## src/rtl/pwa_pkg.sv

```systemverilog
package pwa_pkg;
    localparam int unsigned FIELDS  = 6;
    localparam int unsigned FIELD_W = 8;
    localparam int unsigned REG_AW  = 4;
    localparam int unsigned REG_DW  = 32;
    localparam int unsigned TIME_W  = FIELDS * FIELD_W;

    localparam logic [REG_AW-1:0] ADDR_CTRL = REG_AW'(6);
    localparam logic [REG_AW-1:0] ADDR_STAT = REG_AW'(7);

    localparam int unsigned CTRL_ARM_BIT  = 0;
    localparam int unsigned CTRL_IRQ_BIT  = 1;
    localparam int unsigned STAT_FLAG_BIT = 0;
    localparam int unsigned STAT_PWR_BIT  = 1;

    typedef struct packed {
        logic [FIELDS-1:0][FIELD_W-1:0] fld;
        logic                           arm;
        logic                           irq_gate;
    } cfg_t;

    typedef struct packed {
        logic flag;
        logic pwr_on;
    } trip_t;
endpackage

```

## src/rtl/pwa_regfile.sv

```systemverilog
module pwa_regfile
    import pwa_pkg::*;
(
    input  logic              clk,
    input  logic              rst_n,
    input  logic              wr_en,
    input  logic [REG_AW-1:0] addr,
    input  logic [REG_DW-1:0] wdata,
    output logic [TIME_W-1:0] alarm_vec,
    output logic              arm,
    output logic              irq_gate,
    output logic              flag_clr
);
    cfg_t cfg_d, cfg_q;

    always_comb begin
        cfg_d = cfg_q;
        if (wr_en) begin
            for (int i = 0; i < FIELDS; i++) begin
                if (addr == REG_AW'(i)) cfg_d.fld[i] = wdata[FIELD_W-1:0];
            end
            if (addr == ADDR_CTRL) begin
                cfg_d.arm      = wdata[CTRL_ARM_BIT];
                cfg_d.irq_gate = wdata[CTRL_IRQ_BIT];
            end
        end
    end

    always_ff @(posedge clk) begin
        if (!rst_n) cfg_q <= '0;
        else        cfg_q <= cfg_d;
    end

    assign alarm_vec = cfg_q.fld;
    assign arm       = cfg_q.arm;
    assign irq_gate  = cfg_q.irq_gate;
    assign flag_clr  = wr_en && (addr == ADDR_STAT) && wdata[STAT_FLAG_BIT];
endmodule

```

## src/rtl/pwa_match.sv

```systemverilog
module pwa_match
    import pwa_pkg::*;
(
    input  logic              sec_tick,
    input  logic [TIME_W-1:0] now_bcd,
    input  logic [TIME_W-1:0] alarm_vec,
    output logic              hit
);
    logic [FIELDS-1:0] eq;

    for (genvar g = 0; g < FIELDS; g++) begin : g_field
        assign eq[g] = (now_bcd[g*FIELD_W +: FIELD_W] == alarm_vec[g*FIELD_W +: FIELD_W]);
    end

    assign hit = sec_tick && (&eq);
endmodule

```

## src/rtl/pwa_trip.sv

```systemverilog
module pwa_trip
    import pwa_pkg::*;
(
    input  logic clk,
    input  logic rst_n,
    input  logic hit,
    input  logic flag_clr,
    input  logic arm,
    output logic flag,
    output logic pwr_on
);
    trip_t st_d, st_q;

    always_comb begin
        st_d = st_q;
        if (hit)           st_d.flag = 1'b1;
        else if (flag_clr) st_d.flag = 1'b0;
        if (hit && arm)    st_d.pwr_on = 1'b0;
    end

    always_ff @(posedge clk) begin
        if (!rst_n) st_q <= '{flag: 1'b0, pwr_on: 1'b1};
        else        st_q <= st_d;
    end

    assign flag   = st_q.flag;
    assign pwr_on = st_q.pwr_on;
endmodule

```

## src/rtl/pwa_ctrl.sv

```systemverilog
module pwa_ctrl
    import pwa_pkg::*;
(
    input  logic              clk,
    input  logic              rst_n,
    input  logic              wr_en,
    input  logic [REG_AW-1:0] addr,
    input  logic [REG_DW-1:0] wdata,
    output logic [REG_DW-1:0] rdata,
    input  logic              sec_tick,
    input  logic [TIME_W-1:0] now_bcd,
    output logic              alarm_irq,
    output logic              pwr_en
);
    logic [TIME_W-1:0] alarm_vec;
    logic              arm, irq_gate, flag_clr, hit, flag, pwr_on;

    pwa_regfile u_regs (
        .clk(clk), .rst_n(rst_n), .wr_en(wr_en), .addr(addr), .wdata(wdata),
        .alarm_vec(alarm_vec), .arm(arm), .irq_gate(irq_gate), .flag_clr(flag_clr)
    );

    pwa_match u_match (
        .sec_tick(sec_tick), .now_bcd(now_bcd), .alarm_vec(alarm_vec), .hit(hit)
    );

    pwa_trip u_trip (
        .clk(clk), .rst_n(rst_n), .hit(hit), .flag_clr(flag_clr), .arm(arm),
        .flag(flag), .pwr_on(pwr_on)
    );

    always_comb begin
        rdata = '0;
        for (int i = 0; i < FIELDS; i++) begin
            if (addr == REG_AW'(i)) rdata[FIELD_W-1:0] = alarm_vec[i*FIELD_W +: FIELD_W];
        end
        if (addr == ADDR_CTRL) begin
            rdata[CTRL_ARM_BIT] = arm;
            rdata[CTRL_IRQ_BIT] = irq_gate;
        end
        if (addr == ADDR_STAT) begin
            rdata[STAT_FLAG_BIT] = flag;
            rdata[STAT_PWR_BIT]  = pwr_on;
        end
    end

    assign alarm_irq = flag && irq_gate;
    assign pwr_en    = pwr_on;
endmodule

```

## config.mk

```make
export PLATFORM = sky130hd
export DESIGN_NAME = pwa_ctrl
export DESIGN_NICKNAME = d
export VERILOG_FILES = /design/src/rtl/pwa_pkg.sv /design/src/rtl/pwa_regfile.sv /design/src/rtl/pwa_match.sv /design/src/rtl/pwa_trip.sv /design/src/rtl/pwa_ctrl.sv
export SDC_FILE = /design/constraint.sdc
export NUM_CORES = 1
export LEC_CHECK = 0
export BUFFER_PORTS_ARGS = -buffer_cell sky130_fd_sc_hd__buf_2
export CAP_MARGIN = 20
export CORE_UTILIZATION = 51
export CTS_BUF_LIST = sky130_fd_sc_hd__clkbuf_8
export DETAILED_ROUTE_END_ITERATION = 12
export GPL_ROUTABILITY_DRIVEN = 0
export PLACE_DENSITY = 0.82
export SLEW_MARGIN = 20
export SYNTH_ARGS = -nofsm -noshare
export SYNTH_HDL_FRONTEND = slang
export SYNTH_SLANG_ARGS = --single-unit
```

## constraint.sdc

```tcl
create_clock -name clk -period 2.4 [get_ports clk]
set_input_delay 0.24 -clock clk [delete_from_list [all_inputs] [get_ports clk]]
set_output_delay 0.24 -clock clk [all_outputs]
set_load 0.02 [all_outputs]
```

---- After elaboration in Yosys (flattened, before gate mapping) ----
Cells that the tools add are included.
operators by class
  equal/unequal tests ..................... 13
  multiplexer cells ....................... 10
  reduce and logical (&&, ||, !) cells .... 15
operators with widths
  cell                                           number
  == test 8 bit                                  6
  2-to-1 mux 8 bit                               6
  == test 4 x 3 -> 1 bit, second input constant  4
  AND reduction 2 bit                            7
  == test 4 x 2 -> 1 bit, second input constant  2
  AND reduction 6 bit                            1
  logical AND 1 bit                              5
  == test 4 x 1 -> 1 bit, second input constant  1
  zero test 4 bit                                1
  2-to-1 mux 2 bit                               2
  2-to-1 mux 1 bit                               2
  nonzero test 2 bit                             1
storage, ports and cells
  flip-flop bits (word level) ............. 52
  input bits .............................. 88
  output and inout bits ................... 34
  logic and storage cells ................. 48

---- Logic depth before layout (Yosys ltp) ----
  depth after elaboration ................. 9
  gate-level depth with buffers ........... 6
  mapped depth without buffers ............ 5

---- Cells and area by module ----
Synthesis repeated with hierarchy kept, for this count alone.
second synthesis, totals
  cell total of the unflattened synthesis .. 356
  area total of the unflattened synthesis .. 3215.6 µm²
by module, submodules not included
  module       instances  cells each  area an instance (µm²)  sequential area each (µm²)
  pwa_regfile  1          181         1881.8                  1001.0
  pwa_ctrl     1          104         729.4                   0.0
  pwa_match    1          65          529.3                   0.0
  pwa_trip     1          6           75.1                    40.0

---- Least setup slack after synthesis ----
OpenSTA, ideal clock, no wires.
  path type ............................... input to output
  start point ............................. in addr[0]
  end point ............................... out rdata[6]
  arrival time ............................ 1.664 ns
  required time ........................... 2.160 ns
  path slack .............................. 0.496 ns
  stages on the path ...................... 5
  buffers on the path ..................... 3
  cell sequence ........................... buf_2 -> clkbuf_1 -> buf_1 -> mux2i_1 -> o21ai_0
on the way
  word-level cells in the longest chain between the ends .. 7
  elaborated cells between the ends (all ways) .. 12
  classes of those cells .................. eq/ne: 5; mux: 6; reduce/logical: 1
ends and longest elaborated chain
  item                            RTL line        text
  from (decl)                     pwa_ctrl.sv:7   input logic [REG_AW-1:0] addr,
  zero test 4 bit                 pwa_ctrl.sv:35  if (addr == REG_AW'(i)) rdata[FIELD_W-1:0] = alarm_vec[i*FIELD_W +: FIELD_W];
  2-to-1 mux 8 bit (5 in series)  pwa_ctrl.sv:35
  2-to-1 mux 8 bit (*)            pwa_ctrl.sv:35
  to (decl)                       pwa_ctrl.sv:9   output logic [REG_DW-1:0] rdata,
Every way passes the cells marked *; elsewhere a longest branch is shown, timed or not.

---- Worst setup path after layout ----
  start point ............................. reg u_regs.cfg_q, in the netlist u_regs.alarm_vec[15]
  end point ............................... reg u_trip.st_q, in the netlist u_trip.pwr_on
on the way
  word-level cells in the longest chain between the ends .. 4
ends and longest elaborated chain
  item                    RTL line           text
  from (decl)             pwa_regfile.sv:14  cfg_t cfg_d, cfg_q;
  from (signal assigned)  pwa_regfile.sv:31  else cfg_q <= cfg_d;
  == test 8 bit           pwa_match.sv:12    assign eq[g] = (now_bcd[g*FIELD_W +: FIELD_W] == alarm_vec[g*FIELD_W +: FIELD_W]);
  AND reduction 6 bit     pwa_match.sv:15    assign hit = sec_tick && (&eq);
  logical AND 1 bit       pwa_match.sv:15
  logical AND 1 bit       pwa_trip.sv:18     if (hit && arm) st_d.pwr_on = 1'b0;
  to (signal assigned)    pwa_trip.sv:22     if (!rst_n) st_q <= '{flag: 1'b0, pwr_on: 1'b1};
  to (signal assigned)    pwa_trip.sv:23     else st_q <= st_d;
  to (decl)               pwa_trip.sv:12     trip_t st_d, st_q;
Every way passes these cells.
A chain may end at the register's enable or synchronous reset.

==> results.tsv <==
stage	metric	value	unit
finish	mostFrequentLayoutCells	buf_2, nor2b_1, mux2i_1, dfxtp_1, xor2_1	
setup_path	cp_max_fo	4	
min_path	hold_path_depth	3	
clock_tree	cts_buffers	5	
global_route	grt_pass1_vias	2406	
min_path	worstHoldStart	wdata[1]	
die	die_area	6690	um^2
setup_path	cp.arrival	2.27	ns
sta	clock.fmax	0.478	GHz
placed_design	post_dp_cell_area	3620	um^2
die	dieHeight	81.8	um
finish	final_area	3710	um^2
clock_tree	clock_path_buffers	2	
detailed_routing	drtAntennaViolNets	0	
finish	syn2layout_area_growth	14.3	%
finish	layout_commonest_cell	buf_2	
setup_path	r2r_setup_slack	0.31	ns
sta	hold_viol_final	0	
status	status	completed	
setup_path	cp_slowest_stage_delay	0.56	ns
placed_design	portBuffers	73	
sta	setup_violations	0	
detailed_routing	drc	0	
power	clkPwrFrac	0.320	
clock_tree	cts_resized	0	
die	fp.dieW	81.8	um
power	switching_share	0.270	
detailed_routing	wirelength	7900	um
power	power.density	459	nW/um^2
setup_path	critPathTopFamily	simple AND/OR/NAND/NOR gates	
clock_tree	cts_root_buf	clkbuf_8	
sta	relSlewSlack	0.578	
logic_synthesis	synth_area_per_cell	9.52	um^2
die	core-area	6030	um^2
detailed_routing	vias_per_cell	5.49	
power	pwr-share-seq	0.518	
setup_path	path_buf_inv	0	
setup_path	timing.rr.end	u_trip.pwr_on	
sta	tightest_slew	0.632	ns
die	start_util	0.539	
sta	slew_violations	0	
logic_synthesis	synth_edf_count	0	
run	cap_violations	0	
clock_tree	clock-sinks	52	
sta	min_period	2.09	ns
global_route	grt_usage	0.247	
finish	fill_cells	519	
clock_tree	cts_setup_buffers	0	
sta	fin_crit_sh	0.871	
logic_synthesis	ys_ff_latch	52	
logic_synthesis	ys_types	51	
power	switching_power	0.000460	W
min_path	min-delay-path-class	input port to flop	
die	io_pins	122	
logic_synthesis	synth.cell_area	3250	um^2
logic_synthesis	netlist.top_cell.by_area	dfxtp_1	
logic_synthesis	synth.top_cell.area_share	0.321	
setup_path	setup.worst_path.end_class	flop	
logic_synthesis	yosysSeqAreaShare	0.321	
setup_path	crit_required	2.58	ns
power	p_int	0.00125	W
power	irDropWorstVdd	0.351	mV
logic_synthesis	synthesis.instances	341	
global_route	grt_start_max_net_pins	53	
setup_path	cp-start-kind	flop	
min_path	hold_end	u_regs.irq_gate	
finish	drive_gt1_frac	0.258	
global_route	overflow	0	
detailed_routing	routedWlPerCell	16.2	um
finish	nets	502	
logic_synthesis	yosysWarnings	0	
clock_tree	htreeDepth	2	
global_route	antenna_found_initial	0	
logic_synthesis	synth_async_sr_flop_share	0	
power	p_leak	1.67	nW
clock_tree	postCtsHoldBufs	0	
clock_tree	path_clk_slew	0.09	ns
finish	antennaDiodeCount	0	
setup_path	r2r_cells	5	
die	rows	28	
clock_tree	clock_latency	0.31	ns
global_route	grt_pass1_wl	12100	um
detailed_routing	drt_pass1_iterations	4	
setup_path	critPathKind	flop to flop	
detailed_routing	vias	2684	
detailed_routing	drt-initial-drc-count	219	
sta	tns	0	ns
placed_design	hpwlAfterDp	5840	um
setup_path	r2r-start	u_regs.alarm_vec[15]	
sta	rsz0062_at_grt	false	
sta	hold_ws	0.237	ns
setup_path	crit_path_top_delay_cell	or4_1	
sta	skew	0.00245	ns
logic_synthesis	ys.flop_type	dfxtp_1	
power	p_comb_frac	0.161	
logic_synthesis	synthTopCellsByArea	dfxtp_1, mux2i_1, nor2b_1	
setup_path	cp_cell_sequence	nor2b_1 -> a2111o_1 -> or4_1 -> nor4_2 -> a32oi_1	
clock_tree	cts_tree	done	
-- area by class of cell --
type / count / area, um^2 / area share
multi-input cells: 268 / 2030 / 0.547
flip-flops and latches: 52 / 1040 / 0.280
repair buffers: 81 / 425 / 0.115
clock buffers: 7 / 96.3 / 0.0260
well taps: 75 / 93.8 / 0.0253
inverters: 6 / 23.8 / 0.00640
-- synthesized netlist by cell type (2+ instances only) --
cell type  instances
nor2b_1           55
mux2i_1           53
dfxtp_1           52
xor2_1            32
buf_4             24
clkbuf_1          10
nand2_1           10
nor2_1            10
xnor2_1            8
nor4_1             7
nand3_1            6
o21ai_0            6
a31oi_1            5
inv_1              5
mux4_2             5
a22oi_1            3
buf_2              3
mux2_2             3
nand2b_1           3
nand4_1            3
o22ai_1            3
a2111o_1           2
a21boi_0           2
a21boi_1           2
nor3_4             2
nor3b_1            2
-- kinds of logic after synthesis --
logic type             share of synthesized area
XOR/XNOR                                   0.108
buffers and inverters                     0.0802
AO/OA/AOI/OAI                             0.0732
multiplexers                               0.208
flip-flops                                 0.321
AND/OR/NAND/NOR                            0.208
other                                    0.00115
-- worst max-delay path by stage --
stage                               end  cells after the start  slack (ns)                  from
after detailed placement  u_trip.pwr_on                      6        0.34           now_bcd[15]
final                     u_trip.pwr_on                      5        0.31  u_regs.alarm_vec[15]
after global placement    u_trip.pwr_on                      6        0.34           now_bcd[15]
after floorplan                rdata[6]                      5        0.50               addr[0]
after CTS                 u_trip.pwr_on                      5        0.36  u_regs.alarm_vec[15]
after global routing      u_trip.pwr_on                      5        0.24  u_regs.alarm_vec[15]
-- metrics by stage --
step	utilization	worst slack [ns]	std cells	power (W)
2_1_floorplan	-	0.496	364	0.00110
3_3_place_gp	0.600	0.342	482	0.00117
3_5_place_dp	0.600	0.341	482	0.00118
4_1_cts	0.616	0.365	489	0.00171
5_1_grt	0.616	0.241	489	0.00178
6_report	0.616	0.310	489	0.00170
-- flip-flops by register name (all words and copies together) (netlist names) --
signal            flops
u_regs.irq_gate       1
u_regs.alarm_vec     48
u_regs.arm            1
u_trip.flag           1
u_trip.pwr_on         1
-- routing by layer --
metal / wire, um / global-route usage / vias to the layer above / share of wire
li1: - / - / 1281 / -
met1: 3450 / 0.327 / 1276 / 0.44
met2: 3890 / 0.408 / 119 / 0.49
met3: 475 / 0.0444 / 8 / 0.060
met4: 87 / 0.0719 / 0 / 0.011
met5: 0 / 0 / - / 0
-- power by group through the flow --
stage          Clock [W]  Sequential (W)  Combinational, W
2_1_floorplan          0        0.000900          0.000199
3_3_place_gp           0        0.000903          0.000267
3_5_place_dp           0        0.000904          0.000272
4_1_cts         0.000552        0.000884          0.000273
5_1_grt         0.000593        0.000885          0.000298
6_report        0.000546        0.000884          0.000275
-- worst register-to-register path: stages, from the launching register on --
cell	delay, ns
dfxtp_1	0.40
nor2b_1	0.07
a2111o_1	0.37
or4_1	0.56
nor4_2	0.40
a32oi_1	0.16
No activity file was read; power rests on OpenSTA's default activity.
